File: src/rtl/psram_lp_pkg.sv
// Package: shared mode encoding for the PSRAM low-power controller.
// Assumes: the encoding is visible at the top-level mode port.
package psram_lp_pkg;
    typedef enum logic [1:0] {
        LP_STBY = 2'b00,
        LP_PAR  = 2'b01,
        LP_DPD  = 2'b10,
        LP_INIT = 2'b11
    } lp_mode_e;
endpackage

File: src/rtl/lp_pin_sense.sv
// Module: registers the sleep pin and the write strobes, and produces
// edge events from them.
// Assumes: the pins are already synchronous to clk.
module lp_pin_sense (
    input  logic clk,
    input  logic rst_n,
    input  logic zz_n,
    input  logic ce_n,
    input  logic we_n,
    output logic zz_fall,
    output logic wr_now,
    output logic wr_end
);
    logic zz_q;
    logic wr_q;

    assign wr_now  = !ce_n && !we_n;
    assign zz_fall = zz_q && !zz_n;
    assign wr_end  = wr_q && (ce_n || we_n);

    // Keep the previous-cycle pin levels for edge detection.
    always_ff @(posedge clk) begin
        if (!rst_n) begin
            zz_q <= 1'b1;
            wr_q <= 1'b0;
        end else begin
            zz_q <= zz_n;
            wr_q <= wr_now;
        end
    end
endmodule

File: src/rtl/lp_cycle_timer.sv
// Module: counts the cycles that run stays high. done rises on the
// LIMIT-th consecutive cycle. Dropping run clears the count.
// Assumes: LIMIT >= 2.
module lp_cycle_timer #(
    parameter int LIMIT = 2000
) (
    input  logic clk,
    input  logic rst_n,
    input  logic run,
    output logic done
);
    localparam int CW = $clog2(LIMIT + 1);
    logic [CW-1:0] cnt;

    assign done = run && (cnt == CW'(LIMIT - 1));

    // Count while run is high; hold at the limit, clear when idle.
    always_ff @(posedge clk) begin
        if (!rst_n || !run) cnt <= '0;
        else if (!done)     cnt <= cnt + 1'b1;
    end

    AST_TIMER_NO_WRAP: assert property (@(posedge clk) disable iff (!rst_n)
        cnt <= CW'(LIMIT - 1));
endmodule

File: src/rtl/lp_cfg_reg.sv
// Module: configuration register, with the arm, load and cancel logic
// that the sleep pin drives.
// Assumes: in_stby comes from the mode register, and the load events
// come from lp_pin_sense.
module lp_cfg_reg #(
    parameter int          AW        = 22,
    parameter logic [21:0] CFG_RESET = 22'h000010
) (
    input  logic          clk,
    input  logic          rst_n,
    input  logic          in_stby,
    input  logic          zz_n,
    input  logic          zz_fall,
    input  logic          wr_end,
    input  logic [AW-1:0] addr,
    output logic [AW-1:0] cfg_q,
    output logic          load,
    output logic          cancel
);
    logic armed;

    assign load = armed && wr_end && in_stby;

    // Arm on a sleep-pin fall; disarm on a completed write or on wake.
    always_ff @(posedge clk) begin
        if (!rst_n || !in_stby || zz_n) armed <= 1'b0;
        else if (zz_fall)               armed <= 1'b1;
        else if (wr_end)                armed <= 1'b0;
    end

    // Hold the sleep cancel from a load until the pin goes high.
    always_ff @(posedge clk) begin
        if (!rst_n || zz_n) cancel <= 1'b0;
        else if (load)      cancel <= 1'b1;
    end

    // Capture the address bus as the new configuration.
    always_ff @(posedge clk) begin
        if (!rst_n)    cfg_q <= AW'(CFG_RESET);
        else if (load) cfg_q <= addr;
    end

    AST_CFG_HELD_ASLEEP: assert property (@(posedge clk) disable iff (!rst_n)
        !in_stby |=> $stable(cfg_q));
endmodule

File: src/rtl/lp_mode_fsm.sv
// Module: mode state machine for standby, partial refresh, deep
// power-down and initializing.
// Assumes: the done inputs are single-cycle qualified by the timers.
module lp_mode_fsm
    import psram_lp_pkg::*;
(
    input  logic     clk,
    input  logic     rst_n,
    input  logic     zz_n,
    input  logic     sleep_done,
    input  logic     init_done,
    input  logic     load,
    input  logic     sleep_sel,
    output lp_mode_e mode
);
    lp_mode_e nxt;

    // Next-state choice; a config load takes priority over sleep entry.
    always_comb begin
        nxt = mode;
        unique case (mode)
            LP_STBY: if (sleep_done && !load) nxt = sleep_sel ? LP_PAR : LP_DPD;
            LP_PAR:  if (zz_n) nxt = LP_STBY;
            LP_DPD:  if (zz_n) nxt = LP_INIT;
            LP_INIT: if (init_done) nxt = LP_STBY;
            default: nxt = LP_STBY;
        endcase
    end

    // Mode register.
    always_ff @(posedge clk) begin
        if (!rst_n) mode <= LP_STBY;
        else        mode <= nxt;
    end

    AST_PAR_WAKE: assert property (@(posedge clk) disable iff (!rst_n)
        (mode == LP_PAR && zz_n) |=> mode == LP_STBY);
    AST_DPD_WAKE: assert property (@(posedge clk) disable iff (!rst_n)
        (mode == LP_DPD && zz_n) |=> mode == LP_INIT);
    AST_LOAD_CANCELS: assert property (@(posedge clk) disable iff (!rst_n)
        load |=> mode == LP_STBY);
endmodule

File: src/rtl/psram_sleep_ctrl.sv
// Module: top of the PSRAM low-power controller. It wires pin sensing,
// the two cycle timers, the configuration register and the mode FSM,
// and it keeps the data-lost flag.
// Assumes: all pins are synchronous to clk; timings are given in cycles.
module psram_sleep_ctrl
    import psram_lp_pkg::*;
#(
    parameter int          AW           = 22,
    parameter int          SLEEP_BIT    = 4,
    parameter int          SLEEP_CYCLES = 2000,
    parameter int          INIT_CYCLES  = 30000,
    parameter logic [21:0] CFG_RESET    = 22'h000010
) (
    input  logic          clk,
    input  logic          rst_n,
    input  logic          zz_n,
    input  logic          ce_n,
    input  logic          we_n,
    input  logic [AW-1:0] addr,
    output logic [AW-1:0] cfg_q,
    output logic [1:0]    mode,
    output logic          access_en,
    output logic          data_lost
);
    lp_mode_e st;
    logic zz_fall, wr_now, wr_end;
    logic sleep_done, init_done, load, cancel;
    logic in_stby;

    assign in_stby   = (st == LP_STBY);
    assign mode      = st;
    assign access_en = in_stby;

    lp_pin_sense u_sense (
        .clk(clk), .rst_n(rst_n), .zz_n(zz_n), .ce_n(ce_n), .we_n(we_n),
        .zz_fall(zz_fall), .wr_now(wr_now), .wr_end(wr_end)
    );

    lp_cycle_timer #(.LIMIT(SLEEP_CYCLES)) u_sleep_tmr (
        .clk(clk), .rst_n(rst_n),
        .run(in_stby && !zz_n && !cancel), .done(sleep_done)
    );

    lp_cycle_timer #(.LIMIT(INIT_CYCLES)) u_init_tmr (
        .clk(clk), .rst_n(rst_n), .run(st == LP_INIT), .done(init_done)
    );

    lp_cfg_reg #(.AW(AW), .CFG_RESET(CFG_RESET)) u_cfg (
        .clk(clk), .rst_n(rst_n), .in_stby(in_stby), .zz_n(zz_n),
        .zz_fall(zz_fall), .wr_end(wr_end), .addr(addr),
        .cfg_q(cfg_q), .load(load), .cancel(cancel)
    );

    lp_mode_fsm u_fsm (
        .clk(clk), .rst_n(rst_n), .zz_n(zz_n), .sleep_done(sleep_done),
        .init_done(init_done), .load(load), .sleep_sel(cfg_q[SLEEP_BIT]),
        .mode(st)
    );

    // Flag lost contents from deep power-down until the first standby write.
    always_ff @(posedge clk) begin
        if (!rst_n)                 data_lost <= 1'b0;
        else if (st == LP_DPD)      data_lost <= 1'b1;
        else if (in_stby && wr_now) data_lost <= 1'b0;
    end

    AST_PAR_NEEDS_SEL: assert property (@(posedge clk) disable iff (!rst_n)
        st == LP_PAR |-> cfg_q[SLEEP_BIT]);
    AST_DPD_NEEDS_CLR: assert property (@(posedge clk) disable iff (!rst_n)
        st == LP_DPD |-> !cfg_q[SLEEP_BIT]);
    AST_LOST_AFTER_DPD: assert property (@(posedge clk) disable iff (!rst_n)
        st == LP_DPD |=> data_lost);
endmodule

File: config.mk
export PLATFORM = sky130hd
export DESIGN_NAME = psram_sleep_ctrl
export DESIGN_NICKNAME = d
export VERILOG_FILES = /design/src/rtl/psram_lp_pkg.sv /design/src/rtl/lp_pin_sense.sv /design/src/rtl/lp_cycle_timer.sv /design/src/rtl/lp_cfg_reg.sv /design/src/rtl/lp_mode_fsm.sv /design/src/rtl/psram_sleep_ctrl.sv
export SDC_FILE = /design/constraint.sdc
export NUM_CORES = 1
export LEC_CHECK = 0
export BUFFER_PORTS_ARGS = -buffer_cell sky130_fd_sc_hd__clkbuf_2
export CAP_MARGIN = 20
export CELL_PAD_IN_SITES_DETAIL_PLACEMENT = 2
export CELL_PAD_IN_SITES_GLOBAL_PLACEMENT = 2
export CORE_MARGIN = 10
export CORE_UTILIZATION = 34
export DETAILED_ROUTE_END_ITERATION = 12
export PLACE_DENSITY = 0.83
export SLEW_MARGIN = 5
export SYNTH_ARGS = -nofsm -noshare
export SYNTH_HDL_FRONTEND = slang
export SYNTH_SLANG_ARGS = --single-unit
File: constraint.sdc
create_clock -name clk -period 4.2 [get_ports clk]
set_input_delay 0.42 -clock clk [delete_from_list [all_inputs] [get_ports clk]]
set_output_delay 0.42 -clock clk [all_outputs]
set_load 0.01 [all_outputs]
==> flow_summary.toml, run 1 <==
[sta]
fin_crit_ps = 2160
fin_tns_setup_ps = 0
worst_slew_pin_slew_ps = 948
clock_skew_ps = 6.01
rsz0062_at_grt = "false"
hold_viol = 0
slew_headroom_pct = 36.6
timing.fmax_mhz = 463
report.final.slew_viol_count = 0
post-route-period-util_pct = 51.4
setup_viol = 0

[global_routing]
antenna_found_initial = 0
busiest_layer = "met2"
grt_max_degree = 31
grt_pass1_wl_um = 11400
grt_pass1_vias = 2287
track_usage_pct = 13.4
grtUsageMet2_pct = 25.2
overflow = 0
met1_usage_pct = 14.8
use_met3_pct = 3.02

[synthesis]
synth_edf_count = 0
synth_cells = 270
synthMostInstantiatedCell = "nand2_1"
synthesis.area_um2 = 2340
syn_nets = 299
async_reset_ff_share_pct = 0
synth_compound_area_share_pct = 13.5
synthSimpleGateAreaFrac_pct = 29.1
yosys.area.top_type_share_pct = 47.1
synth_seq_cells = 55
ys.flop_type = "dfxtp_1"
synth_common_cells = "nand2_1 (60), dfxtp_1 (55), nor2_1 (24)"
syn_avg_cell_area_um2 = 8.67
synth_fa_ha_area_share_pct = 1.07
synthMuxAreaShare_pct = 0.856
ys_seq_area_share_pct = 47.1
ys_types = 43
synth-xor-area-share_pct = 4.87
yosys_warnings = 0
yosysTopAreaCell = "dfxtp_1"
synth_area_leaders = "dfxtp_1 (47%), nand2_1 (9.6%), a21boi_0 (5.5%), nor2_1 (3.9%), xor2_1 (3.4%)"
synth_top_family_by_area = "simple AND/OR/NAND/NOR gates"

[worst_setup_path]
reg2reg_from = "u_fsm.mode[0]"
r2r_end = "u_fsm.mode[0]"
crit_start = "u_fsm.mode[0]"
cp-end-kind = "flip-flop"
path_class = "flip-flop to flip-flop"
cp.arrival_ps = 2320
cp.required_ps = 4360
rrSetupSlack_ps = 2040
critPathLaunchType = "flip-flop"
endpoint = "u_fsm.mode[0]"
r2r_cells = 5
critPathMaxFanout = 24

[floorplan]
initial_core_util_pct = 34.6
die_area_um2 = 10600
num_rows = 30
core_um2 = 6760
boundaryPins = 53
die_h_um = 103
die_w_um = 103

[final_layout]
layout-drive-gt1-share_pct = 21.5
design_area_um2 = 2710
final_core_util_pct = 40.1
finalNonFillerCells = 396
finalNetCount = 346
n_antenna_cell = 0
area_delta_synth_final_pct = 15.8

[drt]
wl_per_cell_um = 17.3
vias = 2053
drt_iter0_markers = 61
routed_via_density = 5.18
drc = 0
wirelength_um = 6840
antenna_left = 0
dr.pass1.iters = 4

[place]
post_dp_cell_area_um2 = 2640
post-place-cells = 390
gp_congestion = 0.722
port-buffer-count = 52
hpwlAfterDp_um = 5100

[clocking]
ctsHoldBuffers = 0
htree_num_levels = 2
clkLatencyLatePin_ps = 310
cts_buffer_depth = 2
clockRootBuffer = "clkbuf_8"
cts_setup_buffers = 0
cts_tree = "done"
post_cts_resized = 0
clock_sinks = 55
cts_made_buffers = 5
clk_pin_slew_ps = 90

[job]
maxCapViolCount = 0

[worst_hold_path]
hp-class = "primary input to flip-flop"

[pwr]
cellPowerDensity_nw_per_um2 = 310
p_total_uw = 840
leakagePower_nw = 0.992
vdd_drop_max_v = 0.000103

[run_status]
status = "completed"
[worst min path at each step]
stage	startpoint	to	slack (ps)	cells past startpoint
final	addr[9]	u_cfg.cfg_q[9]	340	3
after global routing	addr[9]	u_cfg.cfg_q[9]	340	3
after CTS	addr[3]	u_cfg.cfg_q[3]	330	3
after detailed placement	u_cfg.cfg_q[13]	u_cfg.cfg_q[13]	450	2
after global placement	u_cfg.cfg_q[3]	u_cfg.cfg_q[3]	440	2
after floorplan	u_init_tmr.cnt[13]	u_init_tmr.cnt[13]	440	2
[worst max-delay path, stage by stage, from the launching register on]
cell	delay (ps)
dfxtp_1	400
or2_1	350
inv_2	100
nand3_1	660
o2111ai_1	350
o221ai_1	150
[power breakdown]
group / switching [mW] / internal, mW
clock network: 0.164 / 0.112
registers: 0.00320 / 0.525
logic: 0.0187 / 0.0166
[through the flow]
step	setup slack, ps	hold WS, ps
floorplan	2610	444
detailed placement	1860	453
CTS	2010	335
global route	1790	340
global placement	1970	442
finish	2040	336
[state kept, by name, indices dropped and copies added, names as in the netlist]
signal	count
u_sleep_tmr.cnt	11
u_fsm.mode	2
u_sense.zz_q	1
u_init_tmr.cnt	15
data_lost	1
u_cfg.cfg_q	22
u_cfg.cancel	1
u_cfg.armed	1
u_sense.wr_q	1
[routing by layer]
layer / wire length (um) / up-vias
li1: - / 1016
met1: 2850 / 1003
met2: 3660 / 26
met3: 248 / 8
met4: 85 / 0
met5: 0 / -
[cells in the final DEF, fill, tap and decap left out, types with 4 or more instances in the layout]
master    instances
or3_1             5
xnor2_1           4
and3_1            4
nor2_1           24
nand4_1           6
nand3_1          10
o21ai_0           9
dfxtp_1          55
clkbuf_2         52
nand2_1          60
a21oi_1           9
nor3_1            5
clkbuf_8          5
a21boi_0         17
a21boi_1          4
xor2_1            9
inv_1             4
[logic make-up after synthesis]
group | Yosys count
flops | 55
mux | 2
fa+ha+maj | 2
simple gates | 133
compound gates | 48
xor+xnor | 13
buf+inv | 17
[area by class of cell]
type	instances	area (um2)
multi-input combinational	198	1160
fill	794	4050
timing repair buffer	52	260
clock buffer	6	72.6
sequential	55	1100
inverter	5	18.8
tap	80	100
No activity file was read; power rests on OpenSTA's default activity.
==> inputs of run 2 (changes only) <==
CORE_UTILIZATION = 28   (was 34)
PLACE_DENSITY = 0.73   (was 0.83)
clock period = 1.9 ns   (was 4.2 ns; I/O delays follow)
==> flow_summary.toml, run 2 (same netlist as run 1, synthesis figures left out) <==
[worst_setup_path]
crit_start = "u_sleep_tmr.cnt[5]"
endpoint = "u_sleep_tmr.cnt[1]"
r2r_cells = 4
cp.required_ps = 2100
r2r_end = "u_sleep_tmr.cnt[1]"
reg2reg_from = "u_sleep_tmr.cnt[5]"
path_class = "flip-flop to flip-flop"
critPathMaxFanout = 6
cp-end-kind = "flip-flop"
critPathLaunchType = "flip-flop"
cp.arrival_ps = 1880
rrSetupSlack_ps = 220

[drt]
wl_per_cell_um = 15.9
drt_iter0_markers = 49
wirelength_um = 6850
routed_via_density = 4.76
drc = 0
antenna_left = 0
vias = 2058
dr.pass1.iters = 3

[floorplan]
die_w_um = 111
initial_core_util_pct = 28.6
num_rows = 33
core_um2 = 8180
boundaryPins = 53
die_h_um = 111
die_area_um2 = 12400

[final_layout]
largest-register = "u_cfg.cfg_q"
layout-drive-gt1-share_pct = 24.5
largest_reg_flops = 22
mostFrequentLayoutCell = "nand2_1"
n_antenna_cell = 0
finalNetCount = 356
mostFrequentLayoutCells = "nand2_1 (60), dfxtp_1 (55), clkbuf_2 (52), nor2_1 (24), a21boi_0 (17)"
area_delta_synth_final_pct = 21.0
largestRegisters = "u_cfg.cfg_q x22, u_init_tmr.cnt x15, u_sleep_tmr.cnt x11"
fill_cells = 960

[clocking]
clockRootBuffer = "clkbuf_8"
post_cts_resized = 0
clock_sinks = 55
cts_made_buffers = 5
clkLatencyLatePin_ps = 310
cts_tree = "done"
htree_num_levels = 2
cts_setup_buffers = 0
cts_buffer_depth = 2
clk_pin_slew_ps = 100
ctsHoldBuffers = 0

[worst_hold_path]
hp-class = "primary input to flip-flop"

[sta]
slew_headroom_pct = 71.7
setup_viol = 0
worst_slew_pin_slew_ps = 422
hold_viol = 0
fin_crit_ps = 1680
whs_ps = 96.7
post-route-period-util_pct = 88.3
clock_skew_ps = 5.29
timing.fmax_mhz = 596
fin_tns_setup_ps = 0
rsz0062_at_grt = "false"
report.final.slew_viol_count = 0

[pwr]
vdd_drop_max_v = 0.000295
cellPowerDensity_nw_per_um2 = 678
leakagePower_nw = 1.05
p_total_mw = 1.92

[place]
hpwlAfterDp_um = 5330
port-buffer-count = 52
gp_congestion = 0.698

[global_routing]
grt_pass1_vias = 2267
grt_pass1_wl_um = 11400
track_usage_pct = 11.0
grt_max_degree = 23
overflow = 0
antenna_found_initial = 0

[job]
maxCapViolCount = 0

[run_status]
status = "completed"
## run 2: cell types whose count changed in the layout (fill, tap and decap cells not counted)
cell	change
buf_4	+10
clkbuf_1	-1
clkinv_2	+1
clkbuf_8	+1
## run 2: per-layer routing
layer | wire (um) | share of wire (%) | global-route usage, %
met1 | 2810 | 41 | 11.6
met2 | 3800 | 56 | 20.8
met3 | 182 | 2.7 | 2.90
met4 | 55 | 0.80 | 3.00
met5 | 0 | 0 | 0
## run 2: how the worst min path moves through the flow
stage / start / to / slack [ps] / cells past startpoint
2_1_floorplan: we_n / u_sense.wr_q / 270 / 1
3_3_place_gp: addr[4] / u_cfg.cfg_q[4] / 400 / 3
3_5_place_dp: addr[4] / u_cfg.cfg_q[4] / 420 / 3
4_1_cts: ce_n / u_sense.wr_q / 80 / 2
5_1_grt: addr[13] / u_cfg.cfg_q[13] / 90 / 3
6_report: addr[4] / u_cfg.cfg_q[4] / 100 / 3
## run 2: power breakdown
part	switching, mW	internal, mW
sequential	0.00620	1.16
clock	0.384	0.288
combinational	0.0408	0.0384
total	0.431	1.49
## run 2: layout make-up
type / count / area, um2 / share of cell area, %
Timing Repair Buffer: 62 / 335 / 11.8
Inverter: 5 / 18.8 / 0.663
Sequential cell: 55 / 1100 / 38.9
Clock inverter: 1 / 5.00 / 0.177
Tap cell: 105 / 131 / 4.64
Multi-Input combinational cell: 198 / 1160 / 40.8
Clock buffer: 6 / 82.6 / 2.92
## run 2: worst max-delay path, cell delays in order (launching register included)
cell	delay, ps
dfxtp_1	360
or4b_1	580
nor4_4	340
mux2i_1	240
nor2_1	50
## run 2: stage by stage
step | utilization [%] | setup slack, ps | cells | cell area, um2
global route | 34.6 | 37.4 | 432 | 2830
detailed placement | 33.5 | 218 | 425 | 2740
floorplan | - | 341 | 270 | 2340
CTS | 34.6 | 191 | 432 | 2830
global placement | 33.5 | 247 | 425 | 2740
finish | 34.6 | 221 | 432 | 2830
